**src/rtl/beep_pkg.sv**
```systemverilog
package beep_pkg;

  // Event slots inside the packed level vector.
  localparam int EVT_COUNT = 5;
  localparam int EV_INIT   = 0;
  localparam int EV_MEMKEY = 1;
  localparam int EV_EMERG  = 2;
  localparam int EV_NEWCH  = 3;
  localparam int EV_HOLD   = 4;

  // 1 = the slot fires on a falling edge, 0 = on a rising edge.
  localparam logic [EVT_COUNT-1:0] FALL_MASK   = 5'b10001;
  // Level the previous-sample flop assumes at reset.
  localparam logic [EVT_COUNT-1:0] RESET_LEVEL = 5'b00001;

  // Strobes from control to the pulse datapath.
  typedef struct packed {
    logic load;   // restart the full interval
    logic step;   // consume one millisecond
  } beepStrobe_t;

endpackage

```
**src/rtl/beep_edge_detect.sv**
```systemverilog
module beep_edge_detect #(
  parameter int unsigned N = 5,
  parameter logic [N-1:0] FALL_MASK   = '0,
  parameter logic [N-1:0] RESET_LEVEL = '0
) (
  input  logic         clk,
  input  logic         rstN,
  input  logic [N-1:0] levelIn,
  output logic [N-1:0] hitVec
);

  for (genvar i = 0; i < N; i++) begin : g_bit
    logic prevLvl;

    always_ff @(posedge clk or negedge rstN) begin
      if (!rstN) prevLvl <= RESET_LEVEL[i];
      else       prevLvl <= levelIn[i];
    end

    if (FALL_MASK[i]) begin : g_fall
      assign hitVec[i] = prevLvl & ~levelIn[i];
    end else begin : g_rise
      assign hitVec[i] = ~prevLvl & levelIn[i];
    end
  end

endmodule

```
**src/rtl/beep_ctrl.sv**
```systemverilog
module beep_ctrl
  import beep_pkg::*;
#(
  parameter int unsigned N = 5
) (
  input  logic         tickMs,
  input  logic         active,
  input  logic [N-1:0] hitVec,
  output beepStrobe_t  strb
);

  logic anyHit;

  assign anyHit    = |hitVec;
  // A fresh event overrides a tick on the same edge.
  assign strb.load = anyHit;
  assign strb.step = tickMs & active & ~anyHit;

endmodule

```
**src/rtl/beep_timer.sv**
```systemverilog
module beep_timer
  import beep_pkg::*;
#(
  parameter int unsigned BEEP_MS = 50,
  parameter int unsigned CNT_W   = 6
) (
  input  logic             clk,
  input  logic             rstN,
  input  beepStrobe_t      strb,
  output logic [CNT_W-1:0] remaining,
  output logic             active,
  output logic             beepOut
);

  localparam logic [CNT_W-1:0] LOAD_VAL = CNT_W'(BEEP_MS);
  localparam logic [CNT_W-1:0] LAST_VAL = CNT_W'(1);

  always_ff @(posedge clk or negedge rstN) begin
    if (!rstN)          remaining <= '0;
    else if (strb.load) remaining <= LOAD_VAL;
    else if (strb.step) remaining <= remaining - LAST_VAL;
  end

  always_ff @(posedge clk or negedge rstN) begin
    if (!rstN)                                   beepOut <= 1'b0;
    else if (strb.load)                          beepOut <= 1'b1;
    else if (strb.step && remaining == LAST_VAL) beepOut <= 1'b0;
  end

  assign active = (remaining != '0);

endmodule

```
**src/rtl/beep_pulse_gen.sv**
```systemverilog
module beep_pulse_gen
  import beep_pkg::*;
#(
  parameter int unsigned BEEP_MS = 50
) (
  input  logic clk,
  input  logic rstN,
  input  logic tickMs,
  input  logic initN,
  input  logic memKey,
  input  logic emergSw,
  input  logic newChan,
  input  logic holdIn,
  output logic beep
);

  localparam int unsigned CNT_W = $clog2(BEEP_MS + 1);

  logic [EVT_COUNT-1:0] levelVec;
  logic [EVT_COUNT-1:0] hitVec;
  logic [CNT_W-1:0]     remaining;
  logic                 active;
  beepStrobe_t          strb;

  assign levelVec[EV_INIT]   = initN;
  assign levelVec[EV_MEMKEY] = memKey;
  assign levelVec[EV_EMERG]  = emergSw;
  assign levelVec[EV_NEWCH]  = newChan;
  assign levelVec[EV_HOLD]   = holdIn;

  beep_edge_detect #(
    .N(EVT_COUNT), .FALL_MASK(FALL_MASK), .RESET_LEVEL(RESET_LEVEL)
  ) u_edge (
    .clk(clk), .rstN(rstN), .levelIn(levelVec), .hitVec(hitVec)
  );

  beep_ctrl #(.N(EVT_COUNT)) u_ctrl (
    .tickMs(tickMs), .active(active), .hitVec(hitVec), .strb(strb)
  );

  beep_timer #(.BEEP_MS(BEEP_MS), .CNT_W(CNT_W)) u_timer (
    .clk(clk), .rstN(rstN), .strb(strb),
    .remaining(remaining), .active(active), .beepOut(beep)
  );

endmodule

```
**config.mk**
```make
export PLATFORM = sky130hd
export DESIGN_NAME = beep_pulse_gen
export DESIGN_NICKNAME = d
export VERILOG_FILES = /design/src/rtl/beep_pkg.sv /design/src/rtl/beep_edge_detect.sv /design/src/rtl/beep_ctrl.sv /design/src/rtl/beep_timer.sv /design/src/rtl/beep_pulse_gen.sv
export SDC_FILE = /design/constraint.sdc
export NUM_CORES = 1
export LEC_CHECK = 0
export ABC_AREA = 1
export ABC_CLOCK_PERIOD_IN_PS = 1700
export CAP_MARGIN = 0
export CORE_MARGIN = 2
export CORE_UTILIZATION = 40
export CTS_CLUSTER_DIAMETER = 150
export DETAILED_ROUTE_END_ITERATION = 10
export SLEW_MARGIN = 0
export SYNTH_ARGS = -nofsm -noshare
export SYNTH_HDL_FRONTEND = slang
export SYNTH_SLANG_ARGS = --single-unit
export TNS_END_PERCENT = 100
```
**constraint.sdc**
```tcl
create_clock -name clk -period 1.7 [get_ports clk]
set_input_delay 0.255 -clock clk [delete_from_list [all_inputs] [get_ports clk]]
set_output_delay 0.255 -clock clk [all_outputs]
set_load 0.03 [all_outputs]
```
==> results, run 1 <==
- The final layout contains 97 nets.
- The total design power is 594 uW.
- The number of setup violations in the final report is 0.
- The required time reported for the critical path endpoint is 1.44 ns.
- The detail-routed via count per cell is 4.89.
- The detailed-route wire length per cell is 10.1 um.
- The initial cell density of the core is 43.1%.
- The clock tree from TritonCTS is yes.
- The via count of the first global-routing pass was 475.
- The number of antenna violations at the first check in global routing was 0.
- The detailed placer's ending HPWL is 812 um.
- The floorplan has 14 rows.
- The actual slew at the worst max-slew pin is 0.543 ns.
- In this run, CTS created clock tree buffers numbering 3.
- The power density over cell area is 753 nW/um^2.
- The number of buffers added for setup after CTS is 0.
- The die boundary height is 44.3 um.
- The DRC violation count after routing is 0.
- Yosys instantiated no cell more often than sky130_fd_sc_hd__nand2_1.
- For this design, the sink count on the clock tree is 12.
- After routing, the total negative slack on setup checks comes to 0 ns.
- The most used flip-flop cell after synthesis is sky130_fd_sc_hd__dfrtp_1.
- After layout, the worst path uses 90.2% of the clock period.
- Wires add up to 1020 um.
- The leakage power is 0.390 nW.
- The element type at the critical path start is a register.
- The tightest hold margin is 0.331 ns.
- The clock insertion delay at the later pin of the skew report is 0.27 ns.
- The slowest stage of the critical path belongs to the cell sky130_fd_sc_hd__clkdlybuf4s50_1.
- The run finished with clean final reports.
- The floorplan step set the die width to 44.3 um.
- Global routing used 3.67% of the available met3 tracks.
- The peak clock frequency supported by timing is 652 MHz.
- The count of pins over their slew limit is 0.
- Along the worst path, the maximum fanout reaches 2.
- The critical path is of the register to output port type.
- The all-layer global routing usage is 13.9%.
- The cell area that synthesis handed to floorplanning was 649 um^2.
- The global routing usage on met1 is 17.4%.
- The layer with the highest usage after global routing is met2.
- The max-cap violation count is 0.
- On the final layout, the worst clock skew is 0.00757 ns.
- The worst path in the final design needs a cycle of 1.53 ns, including I/O delays and setup.
- The remaining global-route overflow is 0.
- The number of synthesized register bits is 12.
- Yosys mapped the design onto 22 distinct sky130hd cell types.
- The repair_antennas step left the layout with diodes totalling 0.
- After technology mapping, the gate count stands at 73.
- The cell sitting at the root of the clock tree is a sky130_fd_sc_hd__clkbuf_4.
- Of all flip-flops after synthesis, the portion carrying an async set or reset was 100%.
- Entering global routing, the biggest net connects 13 pins.
- By area the synthesized netlist is led by sky130_fd_sc_hd__dfrtp_1, sky130_fd_sc_hd__nand2_1, sky130_fd_sc_hd__nand3_1.
- The count of cells resized by post-cts repair is 0.
- The post-route netlist has 17.6% of its cells at a drive strength greater than 1.
- The depth of the worst register-to-register path is 6.
- The count of flip-flops with a built-in enable after synthesis is 0.
- The arrival time at the worst endpoint is 1.28 ns.
- The wire length of the first global-routing pass is 1960 um.
- The pre-antenna-repair detailed-routing pass consisted of 4 iterations.
- The via count of the routed design is 494.
- The hold buffer count at cts is 0.
- In this run the critical register-to-register path is captured at u_timer.remaining[4].
- Port buffering added 8 buffers.
- Counting instances in the post-synthesis netlist gives the leading cell types as sky130_fd_sc_hd__nand2_1, sky130_fd_sc_hd__inv_1, sky130_fd_sc_hd__dfrtp_1.
- The normalized max-slew margin is 63.7%.
- The area inside the core boundary is 1510 um^2.
- For flop-to-flop paths, the worst setup slack is 0.31 ns.
- The number of endpoints with negative hold slack in the final report is 0.
- The path type of the worst min-delay path is input port to asynchronous set/reset pin.
- In this run the count of I/O pins placed on the die edge is 9.
- The largest delay contributor family on the critical path is buffers and inverters.
- The initial DRC count is 5.
- The count of antenna-violating nets left after detailed routing is 0.
- The number of nets produced by synthesis is 84.
- The met2 routing resource usage after global routing is 20.9%.
- The number of warning messages in the yosys log is 0.
- Summed over its instances, the top area cell type makes up 42.4% of the synthesized netlist area.
- The longest individual stage delay on the worst path is 0.67 ns.
- The die covers 1960 um^2.
- The area growth from synthesis to layout is 21.4%.
- In this run the deepest clock path goes through 2 buffers.
- The beginning of the critical path is u_timer.beepOut.
- Together, buffers and inverters on the worst path number 1.
- The deepest level of the CTS H-tree is 1.
- The portion of the post-synthesis area used by sequential elements is 46.4%.
- The routability-driven placement congestion ratio is 0.733.
- The post-CTS clock slew at the launch and capture registers of the worst setup and hold paths is 0.08 ns.
- Walking the worst path, the cells encountered are clkdlybuf4s50_1.
- A synthesized cell averages 8.90 um^2.
- The largest total area in the synthesized netlist belongs to sky130_fd_sc_hd__dfrtp_1.
- Setup repair after global routing left no endpoint under its margin.
- The critical path endpoint category is an output port.
- The start of the worst register-to-register path is u_timer.remaining[0].
- VDD sags by at most 0.000469 V.
area by class of cell:
class                   count  area (um^2)
inverters                  14         52.6
well taps                  16         20.0
fillers                   158          718
repair buffers              9          100
multi-input cells          46          288
clock buffers               4         26.3
flip-flops and latches     12          302
worst max path at each step:
stage                            to  cells after the start
4_1_cts                        beep                      1
3_5_place_dp   u_timer.remaining[1]                      9
3_3_place_gp   u_timer.remaining[1]                      9
6_report                       beep                      1
5_1_grt                        beep                      1
2_1_floorplan  u_timer.remaining[4]                      6
cell usage in the layout (no fill, tap or decap), drive strengths merged:
cell type	count
and3	1
buf	1
clkbuf	4
clkdlybuf4s50	8
dfrtp	11
dfstp	1
ha	3
inv	14
nand2	17
nand3	12
nand3b	1
nand4	3
nor2	4
nor3b	1
o21ai	3
xor2	1
per-layer routing:
layer  vias up  routed length (um)
met5         -                   0
met3         2                  43
met4         0                   9
li1        258                   -
met2        11                 521
met1       223                 445
power by group:
part	switching [mW]	leakage [nW]	internal, mW
registers	0.00768	0.135	0.300
logic	0.0569	0.240	0.0469
clock network	0.0917	0.0150	0.0909
total	0.156	0.390	0.437
sequential cells by signal, indices dropped and copies added (netlist names):
name and flops:
u_timer.remaining 6, u_timer.beepOut 1, u_edge.g_bit.prevLvl 5
per-stage QoR:
stage               setup WS [ns]  instances  area, um^2  util, %
floorplan                   0.457         73         649        -
global placement            0.239         97         762     50.6
detailed placement          0.229         97         762     50.6
CTS                         0.148        101         788     52.3
global route                0.113        101         788     52.3
finish                      0.166        101         788     52.3
cells by family (layout without fill, tap and decap cells):
kind of cell | count (synthesis) | count (layout) | synth area share (%)
DFF | 12 | 12 | 46.4
buffers and inverters | 15 | 27 | 9.25
xor gates and xnor gates | 1 | 1 | 1.35
and+or+nand+nor | 39 | 39 | 33.7
AOI/OAI and AO/OA | 3 | 3 | 3.47
adders and majority gates | 3 | 3 | 5.78
No activity file was read; power rests on OpenSTA's default activity.
==> inputs of run 2 (changes only) <==
--- a/config.mk
+++ b/config.mk
@@ -12,6 +12,7 @@
 export CORE_UTILIZATION = 40
 export CTS_CLUSTER_DIAMETER = 150
 export DETAILED_ROUTE_END_ITERATION = 10
+export REMOVE_ABC_BUFFERS = 1
 export SLEW_MARGIN = 0
 export SYNTH_ARGS = -nofsm -noshare
 export SYNTH_HDL_FRONTEND = slang
==> results, run 2 (synthesized netlist as in run 1, its figures left out) <==
- At the end of the flow the core is filled with cells to 52.2%.
- The count of nets left with antenna violations once routing finished came out at 0.
- In the layout the commonest cells are sky130_fd_sc_hd__nand2_1, sky130_fd_sc_hd__inv_1, sky130_fd_sc_hd__dfrtp_1.
- The die boundary width is 44.3 um.
- The worst setup path is captured at an output port.
- The flip-flop count of the largest register, all copies and words added is 6.
- The number of I/O port buffers is 8.
- The floorplan has 14 rows.
- In this run the number of cells on the critical path is 1.
- The sequential cell area is 302 um^2.
- The actual slew at the worst max-slew pin is 0.526 ns.
- The internal portion of the total power is 472 uW.
- The min-delay analysis places its worst path in the category input port to asynchronous set/reset pin.
- The number of I/O pins is 9.
- The count of pins over their slew limit is 0.
- The final period utilization is 90.2%.
- At the end of routability-driven placement, the weighted congestion stood at 0.793.
- The worst ir drop on vdd is 0.000384 V.
- Buffers inserted to repair hold after CTS numbered 0.
- Counting the buffers created by CTS gives 3.
- The count of cells resized by post-cts repair is 0.
- Leaving out fill and tap cells, the most frequent cell in the layout is sky130_fd_sc_hd__nand2_1.
- The library cell contributing the largest single delay on the critical path is sky130_fd_sc_hd__clkdlybuf4s50_1.
- The highest fanout seen on the critical path is 2.
- The number of buffers on the longest clock path is 2.
- Once detailed placement completed, the half-perimeter wirelength came to 829 um.
- The number of buffers added for setup after CTS is 0.
- The switching power share of the total is 24.9%.
- The number of fill cells is 150.
- The clock insertion delay at the later pin of the skew report is 0.26 ns.
- The number of antenna diodes is 0.
- The clock sink count is 12.
- The max-cap violation count is 0.
- Traced cell by cell, the critical path runs through clkdlybuf4s50_1.
- The via count of the first global-routing pass came to 441.
- The peak clock frequency supported by timing is 652 MHz.
- In this run the tightest slew margin relative to its limit is 64.8%.
- The detailed router finished its first iteration with 9 violations.
- In the global route stage, overall resource usage came out at 13.5%.
- The count of TritonRoute iterations in the first routing pass is 4.
- The number of antenna violations at the first check in global routing is 0.
- The flow ran to the end, and the final reports show no timing, DRC or antenna violations.
- The area growth from synthesis to layout is 21.0%.
- The DRC violation count after routing is 0.
- The start-to-end type of the worst setup path is register to output port.
- The root buffer cell is sky130_fd_sc_hd__clkbuf_4.
- OpenSTA, run right after detailed placement, puts the worst setup slack at 0.230 ns.
- For this configuration, the core starts out at a cell density of 43.1%.
- The arrival time at the worst endpoint is 1.28 ns.
- Clock skew on the completed layout was measured at 0.00357 ns.
- For the worst setup path, the data required time is 1.44 ns.
- The number of endpoints with negative hold slack in the final report is 0.
- Counting cells, the worst reg-to-reg path comes to 6.
- Clock-pin slew was measured on the worst setup and hold paths at 0.08 ns.
- The die boundary height is 44.3 um.
- The wire length of the first global-routing pass is 1900 um.
- The number of setup violations in the final report is 0.
- The ratio of cells with drive above 1 in the final layout is 18.8%.
- The area enclosed by the die boundary is 1960 um^2.
- After routing, the total negative slack on setup checks comes to 0 ns.
- The post-layout minimum cycle time is 1.53 ns.
- In this run the number of H-tree levels came out at 1.
- Counting both buffers and inverters, the worst setup path holds a total of 1.
- The worst setup path is launched from a register.
- The tightest hold margin is 0.331 ns.
- The total net switching power is 156 uW.
- In the final layout, the multi-input gates occupy 288 um^2.
- For this block, the routed nets add up to 1070 um of wire.
- The final layout contains 97 nets.
- In the final layout, the registers with the most flip-flops are u_timer.remaining: 6 flops, u_edge.g_bit.prevLvl: 5 flops, u_timer.beepOut: 1 flops.
- Of the total power, combinational logic draws 15.6%.
- Across all setup checks in the final design, the least slack found is 0.167 ns.
- The area inside the core boundary is 1510 um^2.
- The pin count of the biggest net entering global routing is 13.
- The clock network burns 35.4% of the power.
- The detailed-route wire length per cell is 10.6 um.
- After global routing the overflow that remains totals 0.
- The via count of the routed design is 492.
- The longest individual stage delay on the worst path is 0.67 ns.
- For this design the static power due to leakage is 0.393 nW.
- The cell family contributing the most delay on the critical path is buffers and inverters.
- The register with the highest flop count is u_timer.remaining.
- The sequential cell fraction of total power is 49.0%.
- Setup repair after global routing left no endpoint under its margin.
- The clock tree from TritonCTS is yes.
- The detail-routed via count per cell is 4.87.
- The power density over cell area is 799 nW/um^2.
## run 2: cell counts in the layout (fill, tap and decap cells not counted)
No cell type changed its count.
## run 2: layer usage
layer | up-vias | part of all wire (%) | track usage, % | wire (um)
met5 | - | 0 | 0 | 0
met1 | 226 | 50 | 19.4 | 538
met3 | 2 | 4.3 | 3.67 | 46
li1 | 257 | - | - | -
met2 | 7 | 44 | 19.1 | 471
met4 | 0 | 1.2 | 5.45 | 13
## run 2: worst paths after layout
| kind | from | to | slack, ns |
|---|---|---|---|
| setup / recovery | u_timer.beepOut | beep | 0.17 |
| hold / removal | rstN | u_timer.remaining[5] | 0.33 |
| setup reg to reg | u_timer.remaining[0] | u_timer.remaining[4] | 0.30 |
| hold reg to reg | u_timer.remaining[1] | u_timer.remaining[1] | 0.51 |
| max in group asynchronous | rstN | u_edge.g_bit[0].prevLvl | 1.00 |
| min in group clk | initN | u_edge.g_bit[0].prevLvl | 0.42 |
## run 2: final cells by class
type / instances / share of cell area [%]
clock buffer: 4 / 4.62
inverter: 14 / 6.69
multi-input combinational: 46 / 36.6
sequential: 12 / 38.4
tap: 16 / 2.55
timing repair buffer: 9 / 11.1
## run 2: through the flow
stage	std cells	cell area, um^2	power, mW
after floorplan	72	642	0.371
after global placement	97	749	0.411
after detailed placement	97	749	0.412
after CTS	101	786	0.637
after global routing	101	786	0.673
final	101	786	0.628
## run 2: power by group through the flow
| stage | clock network, mW | registers, mW | logic [mW] |
|---|---|---|---|
| after floorplan | 0 | 0.312 | 0.0598 |
| after global placement | 0 | 0.313 | 0.0982 |
| after detailed placement | 0 | 0.313 | 0.0989 |
| after CTS | 0.230 | 0.308 | 0.0997 |
| after global routing | 0.251 | 0.309 | 0.113 |
| final | 0.222 | 0.308 | 0.0981 |
==> inputs of run 3 (changes only) <==
--- a/config.mk
+++ b/config.mk
@@ -13,7 +13,6 @@
 export CTS_CLUSTER_DIAMETER = 150
 export DETAILED_ROUTE_END_ITERATION = 10
 export REMOVE_ABC_BUFFERS = 1
-export SLEW_MARGIN = 0
 export SYNTH_ARGS = -nofsm -noshare
 export SYNTH_HDL_FRONTEND = slang
 export SYNTH_SLANG_ARGS = --single-unit
==> results of run 3 <==
No change in the layout: final DEF, timing and power equal those of run 2.
